$ cat src/rtl/clkpm_pkg.sv
package clkpm_pkg;

  // Control word: the packed layout matches the write data bit positions.
  typedef struct packed {
    logic dsel;  // bit 2
    logic swb;   // bit 1
    logic save;  // bit 0
  } ctrl_t;

  localparam int CTRL_W = $bits(ctrl_t);

  // Switchback fires when armed and either already in power-save or being put there.
  function automatic logic sb_clear(input logic trig, input logic swb,
                                    input logic save, input logic set_req);
    return trig & swb & (save | set_req);
  endfunction

  // Enable for a divided domain: every cycle at full rate, terminal count otherwise.
  function automatic logic rate_ce(input logic slow, input logic term);
    return slow ? term : 1'b1;
  endfunction

endpackage

$ cat src/rtl/clkpm_edge_sync.sv
module clkpm_edge_sync #(
  parameter int   STAGES  = 2,
  parameter bit   FALL    = 1'b1,
  parameter logic RST_VAL = 1'b1
) (
  input  logic clk,
  input  logic rst_n,
  input  logic async_in,
  output logic edge_o
);
  localparam int SH_W = STAGES + 1;

  logic [SH_W-1:0] sh_q;

  always_ff @(posedge clk or negedge rst_n) begin
    if (!rst_n) sh_q <= {SH_W{RST_VAL}};
    else        sh_q <= {sh_q[SH_W-2:0], async_in};
  end

  generate
    if (FALL) begin : g_fall
      assign edge_o = sh_q[STAGES] & ~sh_q[STAGES-1];
    end else begin : g_rise
      assign edge_o = ~sh_q[STAGES] & sh_q[STAGES-1];
    end
  endgenerate
endmodule

$ cat src/rtl/clkpm_trigger_mux.sv
module clkpm_trigger_mux #(
  parameter int N_EXT       = 4,
  parameter int N_UART      = 2,
  parameter int SYNC_STAGES = 2
) (
  input  logic              clk,
  input  logic              rst_n,
  input  logic [N_EXT-1:0]  ext_irq,
  input  logic [N_EXT-1:0]  ext_irq_en,
  input  logic [N_UART-1:0] rxd,
  input  logic [N_UART-1:0] rx_enable,
  input  logic [N_UART-1:0] tx_buf_wr,
  input  logic              spi_enable,
  input  logic              spi_master,
  input  logic              spi_data_wr,
  input  logic              spi_ssel_n,
  input  logic              i2c_start_irq,
  input  logic              svm_irq,
  input  logic              rtc_tod_alarm,
  input  logic              rtc_subsec_alarm,
  output logic              trig_any
);
  logic [N_UART-1:0] rx_fall;
  logic              ssel_fall;
  logic              t_ext, t_rx, t_tx, t_spim, t_spis, t_misc;

  for (genvar i = 0; i < N_UART; i++) begin : g_rx
    clkpm_edge_sync #(.STAGES(SYNC_STAGES), .FALL(1'b1), .RST_VAL(1'b1)) u_rx_sync (
      .clk(clk), .rst_n(rst_n), .async_in(rxd[i]), .edge_o(rx_fall[i])
    );
  end

  clkpm_edge_sync #(.STAGES(SYNC_STAGES), .FALL(1'b1), .RST_VAL(1'b1)) u_ssel_sync (
    .clk(clk), .rst_n(rst_n), .async_in(spi_ssel_n), .edge_o(ssel_fall)
  );

  always_comb begin
    t_ext  = |(ext_irq & ext_irq_en);
    t_rx   = |(rx_fall & rx_enable);
    t_tx   = |tx_buf_wr;
    t_spim = spi_data_wr & spi_enable & spi_master;
    t_spis = ssel_fall & spi_enable & ~spi_master;
    t_misc = i2c_start_irq | svm_irq | rtc_tod_alarm | rtc_subsec_alarm;
    trig_any = t_ext | t_rx | t_tx | t_spim | t_spis | t_misc;
  end
endmodule

$ cat src/rtl/clkpm_rate_div.sv
module clkpm_rate_div #(
  parameter int DIV_W = 8
) (
  input  logic clk,
  input  logic rst_n,
  input  logic run,
  output logic term
);
  logic [DIV_W-1:0] cnt_q;

  always_ff @(posedge clk or negedge rst_n) begin
    if (!rst_n)   cnt_q <= '0;
    else if (run) cnt_q <= cnt_q + DIV_W'(1);
    else          cnt_q <= '0;
  end

  assign term = run & (cnt_q == {DIV_W{1'b1}});
endmodule

$ cat src/rtl/clkpm_ctrl_reg.sv
module clkpm_ctrl_reg
  import clkpm_pkg::*;
(
  input  logic  clk,
  input  logic  rst_n,
  input  logic  wr_en,
  input  ctrl_t wr_word,
  input  logic  trig_any,
  output ctrl_t ctrl_q,
  output logic  sb_fire
);
  ctrl_t ctrl_d;

  always_comb begin
    sb_fire = sb_clear(trig_any, ctrl_q.swb, ctrl_q.save, wr_en & wr_word.save);
    ctrl_d  = wr_en ? wr_word : ctrl_q;
    if (sb_fire) ctrl_d.save = 1'b0;
  end

  always_ff @(posedge clk or negedge rst_n) begin
    if (!rst_n) ctrl_q <= '0;
    else        ctrl_q <= ctrl_d;
  end
endmodule

$ cat src/rtl/clkpm_switchback.sv
module clkpm_switchback
  import clkpm_pkg::*;
#(
  parameter int N_EXT        = 4,
  parameter int N_UART       = 2,
  parameter int SYNC_STAGES  = 2,
  parameter int CORE_DIV_W   = 8,
  parameter int DISP_DIV_W   = 9
) (
  input  logic              clk,
  input  logic              rst_n,
  input  logic              wr_en,
  input  logic [2:0]        wr_data,
  output logic              save_mode,
  output logic              swb_enable,
  output logic              disp_src,
  input  logic [N_EXT-1:0]  ext_irq,
  input  logic [N_EXT-1:0]  ext_irq_en,
  input  logic [N_UART-1:0] rxd,
  input  logic [N_UART-1:0] rx_enable,
  input  logic [N_UART-1:0] tx_buf_wr,
  input  logic              spi_enable,
  input  logic              spi_master,
  input  logic              spi_data_wr,
  input  logic              spi_ssel_n,
  input  logic              i2c_start_irq,
  input  logic              svm_irq,
  input  logic              rtc_tod_alarm,
  input  logic              rtc_subsec_alarm,
  input  logic              clk32_in,
  output logic              core_ce,
  output logic              periph_ce,
  output logic              disp_ce
);
  ctrl_t ctrl_q;
  logic  trig_any;
  logic  sb_fire;
  logic  core_term;
  logic  disp_term;
  logic  clk32_rise;

  clkpm_trigger_mux #(.N_EXT(N_EXT), .N_UART(N_UART), .SYNC_STAGES(SYNC_STAGES)) u_trig (
    .clk(clk), .rst_n(rst_n),
    .ext_irq(ext_irq), .ext_irq_en(ext_irq_en),
    .rxd(rxd), .rx_enable(rx_enable), .tx_buf_wr(tx_buf_wr),
    .spi_enable(spi_enable), .spi_master(spi_master),
    .spi_data_wr(spi_data_wr), .spi_ssel_n(spi_ssel_n),
    .i2c_start_irq(i2c_start_irq), .svm_irq(svm_irq),
    .rtc_tod_alarm(rtc_tod_alarm), .rtc_subsec_alarm(rtc_subsec_alarm),
    .trig_any(trig_any)
  );

  clkpm_ctrl_reg u_ctrl (
    .clk(clk), .rst_n(rst_n), .wr_en(wr_en), .wr_word(ctrl_t'(wr_data)),
    .trig_any(trig_any), .ctrl_q(ctrl_q), .sb_fire(sb_fire)
  );

  clkpm_rate_div #(.DIV_W(CORE_DIV_W)) u_core_div (
    .clk(clk), .rst_n(rst_n), .run(ctrl_q.save), .term(core_term)
  );

  clkpm_rate_div #(.DIV_W(DISP_DIV_W)) u_disp_div (
    .clk(clk), .rst_n(rst_n), .run(1'b1), .term(disp_term)
  );

  clkpm_edge_sync #(.STAGES(SYNC_STAGES), .FALL(1'b0), .RST_VAL(1'b0)) u_clk32_sync (
    .clk(clk), .rst_n(rst_n), .async_in(clk32_in), .edge_o(clk32_rise)
  );

  assign save_mode  = ctrl_q.save;
  assign swb_enable = ctrl_q.swb;
  assign disp_src   = ctrl_q.dsel;
  assign core_ce    = rate_ce(ctrl_q.save, core_term);
  assign periph_ce  = rate_ce(ctrl_q.save, core_term);
  assign disp_ce    = ctrl_q.dsel ? clk32_rise : disp_term;
endmodule

$ cat config.mk
export PLATFORM = sky130hd
export DESIGN_NAME = clkpm_switchback
export DESIGN_NICKNAME = d
export VERILOG_FILES = /design/src/rtl/clkpm_pkg.sv /design/src/rtl/clkpm_edge_sync.sv /design/src/rtl/clkpm_trigger_mux.sv /design/src/rtl/clkpm_rate_div.sv /design/src/rtl/clkpm_ctrl_reg.sv /design/src/rtl/clkpm_switchback.sv
export SDC_FILE = /design/constraint.sdc
export NUM_CORES = 1
export LEC_CHECK = 0
export ABC_AREA = 1
export CAP_MARGIN = 20
export CORE_MARGIN = 5
export CORE_UTILIZATION = 50
export DETAILED_ROUTE_END_ITERATION = 10
export GPL_TIMING_DRIVEN = 0
export PLACE_DENSITY = 0.82
export SLEW_MARGIN = 20
export SYNTH_ARGS = -nofsm -noshare
export SYNTH_HDL_FRONTEND = slang
export SYNTH_SLANG_ARGS = --single-unit
$ cat constraint.sdc
create_clock -name clk -period 3.8 [get_ports clk]
set_input_delay 0.76 -clock clk [delete_from_list [all_inputs] [get_ports clk]]
set_output_delay 0.76 -clock clk [all_outputs]
set_load 0.05 [all_outputs]
# [Yosys cells after proc, flatten, opt, wreduce, memory -nomap -nowiden]
# Index checks and enable logic that the tools add are counted.
[totals] wordCells=50 out_inout_bits=6 ff_bits=32 inputBits=29
[op_classes] reduce_logical=4 n_eq_ne=2 n_bitwise=28 n_addsub=2 n_mux=5
[op_table] operator="1-bit AND" count=12
[op_table] operator="9-bit by 1-bit adder with 9-bit output, second input constant" count=1
[op_table] operator="9-bit == test, second input constant" count=1
[op_table] operator="1-bit bitwise OR" count=9
[op_table] operator="8-bit by 1-bit adder with 8-bit output, second input constant" count=1
[op_table] operator="8-bit == test, second input constant" count=1
[op_table] operator="8-bit 2-to-1 mux" count=1
[op_table] operator="1-bit inverter" count=5
[op_table] operator="4-bit AND" count=1
[op_table] operator="1-bit 2-to-1 mux" count=4
[op_table] operator="2-bit OR reduction" count=2
[op_table] operator="4-bit OR reduction" count=1
[op_table] operator="2-bit AND" count=1
[op_table] operator="2-bit nonzero test" count=1

# [Depth between registers and ports, before layout]
[logic_depth] word_depth=12 ltp_mapped=8 depth_no_buf=8

# [Modules after synthesis]
# A second synthesis with hierarchy kept.
[unflattened] cells_unflattened=167 area_unflattened_um2=1425.1
[modules_own_cells] mod="clkpm_rate_div (u_disp_div)" instances=1 cells_per_inst=56 seq_area_each_um2=225.2 area_per_inst_um2=435.4
[modules_own_cells] mod="clkpm_rate_div (u_core_div)" instances=1 cells_per_inst=46 seq_area_each_um2=200.2 area_per_inst_um2=386.6
[modules_own_cells] mod="clkpm_edge_sync (u_trig.g_rx[0].u_rx_sync ...)" instances=3 cells_per_inst=5 seq_area_each_um2=78.8 area_per_inst_um2=88.8
[modules_own_cells] mod="clkpm_ctrl_reg" instances=1 cells_per_inst=17 seq_area_each_um2=75.1 area_per_inst_um2=136.4
[modules_own_cells] mod="clkpm_edge_sync (u_clk32_sync)" instances=1 cells_per_inst=5 seq_area_each_um2=75.1 area_per_inst_um2=85.1
[modules_own_cells] mod="clkpm_trigger_mux" instances=1 cells_per_inst=20 seq_area_each_um2=0.0 area_per_inst_um2=81.3
[modules_own_cells] mod="clkpm_switchback" instances=1 cells_per_inst=8 seq_area_each_um2=0.0 area_per_inst_um2=33.8

# [Worst setup path after synthesis]
# Ideal clock, no wire load.
[synth_path] path_kind="register -> output" startpoint="register u_core_div.cnt_q[0]" endpoint="output periph_ce" path_buffers=1 t_required_ps=3040 arrival_time_ps=1963 stages_incl_launch_ff=9 setup_slack_ps=1077 path_cell_list="dfrtp_1 ha_1 nand2_1 inv_1 nand2_1 nor2_1 nand3_1 o21ai_1 buf_4"
[synth_via] elab_chain_len=3
[synth_lines] item="from (decl)" line="clkpm_rate_div.sv:9" rtl="logic [DIV_W-1:0] cnt_q;"
[synth_lines] item="from (signal assigned)" line="clkpm_rate_div.sv:13" rtl="else if (run) cnt_q <= cnt_q + DIV_W'(1);"
[synth_lines] item="8-bit == test" line="clkpm_rate_div.sv:17" rtl="assign term = run & (cnt_q == {DIV_W{1'b1}});"
[synth_lines] item="1-bit AND" line="clkpm_rate_div.sv:17"
[synth_lines] item="1-bit 2-to-1 mux"
[synth_lines] item="to (decl)" line="clkpm_switchback.sv:32" rtl="output logic periph_ce,"
# Every way passes these cells.

# [Worst setup path after layout]
[layout_path] startpoint="register u_disp_div.cnt_q[0]" endpoint="output disp_ce"
[layout_via] elab_chain_len=2
[layout_lines] item="from (decl)" line="clkpm_rate_div.sv:9"
[layout_lines] item="from (signal assigned)" line="clkpm_rate_div.sv:13"
[layout_lines] item="9-bit == test" line="clkpm_rate_div.sv:17"
[layout_lines] item="1-bit 2-to-1 mux" line="clkpm_switchback.sv:75" rtl="assign disp_ce = ctrl_q.dsel ? clk32_rise : disp_term;"
[layout_lines] item="to (decl)" line="clkpm_switchback.sv:33" rtl="output logic disp_ce"
# Every way passes these cells.

==> impl_results.md <==
- # IOs: 35
- Reg2reg start: u_disp_div.cnt_q[0]$_DFF_PN0_
- Seq. cell area: 812 sq um
- Crit path buffers/inverters: 1
- Pre-antenna DRT Iters: 4
- Clk root buf: clkbuf_4
- Data arrival, critical path: 2510 ps
- CTS max path bufs: 2
- Initial Util: 52.3%
- GR Layer Usage met2: 28.9%
- CTS sink count: 32
- CTS tree: built
- Max-cap violations: 0
- Die H: 60.9 um
- FP Rows: 18
- Crit path max-delay cell type: clkdlybuf4s50_1
- Number of vias per cell: 4.70
- Post-CTS setup buffer count: 0
- Fin nets: 203
- Worst path required time: 3040 ps
- Tcrit/Tclk final: between 80% and 90%
- Post-route ant nets: 0
- Critical Path Start: u_disp_div.cnt_q[0]$_DFF_PN0_
- RR Endpoint: u_disp_div.cnt_q[8]$_DFF_PN0_
- Flop2flop setup slack: 2350 ps
- I/O Buffers: 34
- Critical Path Sink: disp_ce
- CP Class: register to output port
- RSZ-0062 raised after global routing: false
- WP depth: 8
- Total Neg Setup Slack: 0 ps
- Pin count of the biggest net entering global routing: 33
- Gr busiest metal: met2
- Overflow after GRT: 0
- Avg Cell Area, Syn: 9.96 sq um
- Sequential-to-total area share from yosys stat: 62.7%
- Mapped cell area: 1290 sq um
- CP max stage delay: around 800 ps
- Hold Path Class: register to register
- Latest clock arrival within the worst-skew pair: 320 ps
- Seq cells post-synth: 32
- Number of distinct library cells after synthesis: 23
- Maximum vdd ir drop: 413 uV
- Min Tclk post-route: 3270 ps
- H-tree depth: 2
- Fillers: 203
- Area Overhead vs Synth: 34.7%
- Met3 global-route usage: 5.74%
- Worst Setup Start Kind: register
- Reg2Reg Depth: 6
- Initial antenna violation count: 0
- Post-CTS Resized: 0
- Clock skew: 13.5 ps
- Final wirelength: 2410 um
- Clock slew at reported path FFs: ~90 ps
- GP Congestion: around 0.83
- Post-DP HPWL: 1940 um
- Final Util: 70.4%
- Status: completed
- Worst slew pin tran: 669 ps
- Die Area: 3710 sq um
- Final setup viols: 0
- # diodes: 0
- Max-slew violations: 0
- Post-Place Cells: 194
- Max transition margin: between 50% and 60%
- Vias: 950
- Share of cells above drive strength 1: 13.4%
- Kind of cell adding the most delay to the critical path: buffers and inverters
- Wire length per cell: 11.9 um
- Peak fanout along the critical path: 3
- All-Layer GR Usage: between 15 and 20%
- Fin cells: 202
- Vias in the first global route: 989
- Critical path, cell by cell: ha_1, nand3_1, nor2_1, nand2_1, nor2_1, ha_1, a22o_1, clkdlybuf4s50_1
- Peak Freq: 0.306 GHz
- CTS buffer count: 5
- Gate count of the mapped netlist: 130
- Leakage power: around 0.00084 uW
- Post-route DRC: 0
- Total power draw: 697 uW
- Multi-input logic area: 403 sq um
- Power per cell area: 400 nW/um^2
- Hold Fails Final Rpt: 0
- Critical path endpoint category: output port
- Met1 GRT Util: 16.5%
- Post-CTS Hold Fix Bufs: 0
- Post-synth net total: 162
- Yosys warning total: 0
- Core box area: 2480 sq um
- DIE WIDTH: 60.9 um
- First-pass GRT wire length: around 4200 um
- Iter 0 DRT Violations: 23
## per-stage QoR
step / area [sq um] / hold slack [ps] / setup WS, ps
floorplan: 1290 / 331 / 1080
global route: 1740 / 371 / 346
detailed placement: 1670 / 346 / 881
CTS: 1740 / 363 / 506
finish: 1740 / 361 / 535
global placement: 1670 / 344 / 958
## state kept, by name, indices dropped and copies added (netlist names)
signal and count:
u_trig.g_rx.u_rx_sync.sh_q 6, u_ctrl.ctrl_q 3, u_clk32_sync.sh_q 3, u_core_div.cnt_q 8
u_disp_div.cnt_q 9, u_trig.u_ssel_sync.sh_q 3
## worst register-to-register path: stages, from the launching register on
cell and delay [ps]:
dfrtp_1 410, ha_1 200, nand3_1 140, nor2_1 200
nand2_1 70, nor2_1 90, ha_1 230
## report_power, final
part	total [uW]	internal (uW)	switching [uW]	leakage, uW
combinational	88.8	43.4	45.4	0.000407
clock	247	138	109	0.0000422
sequential	361	356	5.59	0.000388
total	697	537	160	0.000837
## how the worst min path moves through the flow
stage	startpoint	end	cells past startpoint	slack, ps
6_report	u_trig.g_rx[1].u_rx_sync.sh_q[0]$_DFF_PN1_	u_trig.g_rx[1].u_rx_sync.sh_q[1]$_DFF_PN1_	0	360
5_1_grt	u_trig.g_rx[1].u_rx_sync.sh_q[0]$_DFF_PN1_	u_trig.g_rx[1].u_rx_sync.sh_q[1]$_DFF_PN1_	0	370
4_1_cts	u_trig.g_rx[1].u_rx_sync.sh_q[0]$_DFF_PN1_	u_trig.g_rx[1].u_rx_sync.sh_q[1]$_DFF_PN1_	0	360
3_5_place_dp	u_clk32_sync.sh_q[0]$_DFF_PN0_	u_clk32_sync.sh_q[1]$_DFF_PN0_	0	350
3_3_place_gp	u_clk32_sync.sh_q[0]$_DFF_PN0_	u_clk32_sync.sh_q[1]$_DFF_PN0_	0	340
2_1_floorplan	u_clk32_sync.sh_q[0]$_DFF_PN0_	u_clk32_sync.sh_q[1]$_DFF_PN0_	0	330
## cell usage in the layout (no fill, tap or decap), drive strengths merged, types with 2 or more instances in the layout
cell type / instances
a21oi: 6
buf: 2
clkbuf: 7
clkdlybuf4s50: 33
dfrtp: 23
dfstp: 9
ha: 3
inv: 18
nand2: 25
nand3: 11
nor2: 18
o21ai: 6
xor2: 3
## cells in the mapped netlist (all sizes together)
cell,number,area (sq um)
nand2,25,96.4
dfrtp,23,576
inv,18,67.6
nor2,18,77.6
nand3,11,60.1
dfstp,9,236
a21oi,6,30.0
o21ai,6,30.0
ha,3,37.5
xor2,3,26.3
a21boi,1,7.51
a22o,1,8.76
buf,1,7.51
clkbuf,1,5.00
nand3b,1,7.51
nor3,1,5.00
o21bai,1,7.51
xnor2,1,8.76
## logic make-up after synthesis
kind of cell,after synthesis,share of synthesized area [%]
AOI/OAI and AO/OA,15,6.47
adders and majority gates,3,2.90
and+or+nand+nor,56,19.0
DFF,32,62.7
xor gates and xnor gates,4,2.71
buffers and inverters,20,6.18
## area by class of cell
type / count / share of cell area (%)
sequential: 32 / 46.6
clock buffer: 6 / 2.37
tap: 30 / 2.15
buffer: 2 / 0.717
inverter: 18 / 3.87
timing repair buffer: 34 / 19.2
multi-input combinational: 78 / 23.1
clock inverter: 2 / 2.01
## per-layer routing
layer	wire length [um]	share of wire (%)	vias to the layer above
li1	-	-	488
met5	0	0	-
met4	22	0.91	0
met2	1280	53	18
met3	119	4.9	3
met1	990	41	441
Power figures use the tool's default switching activity.
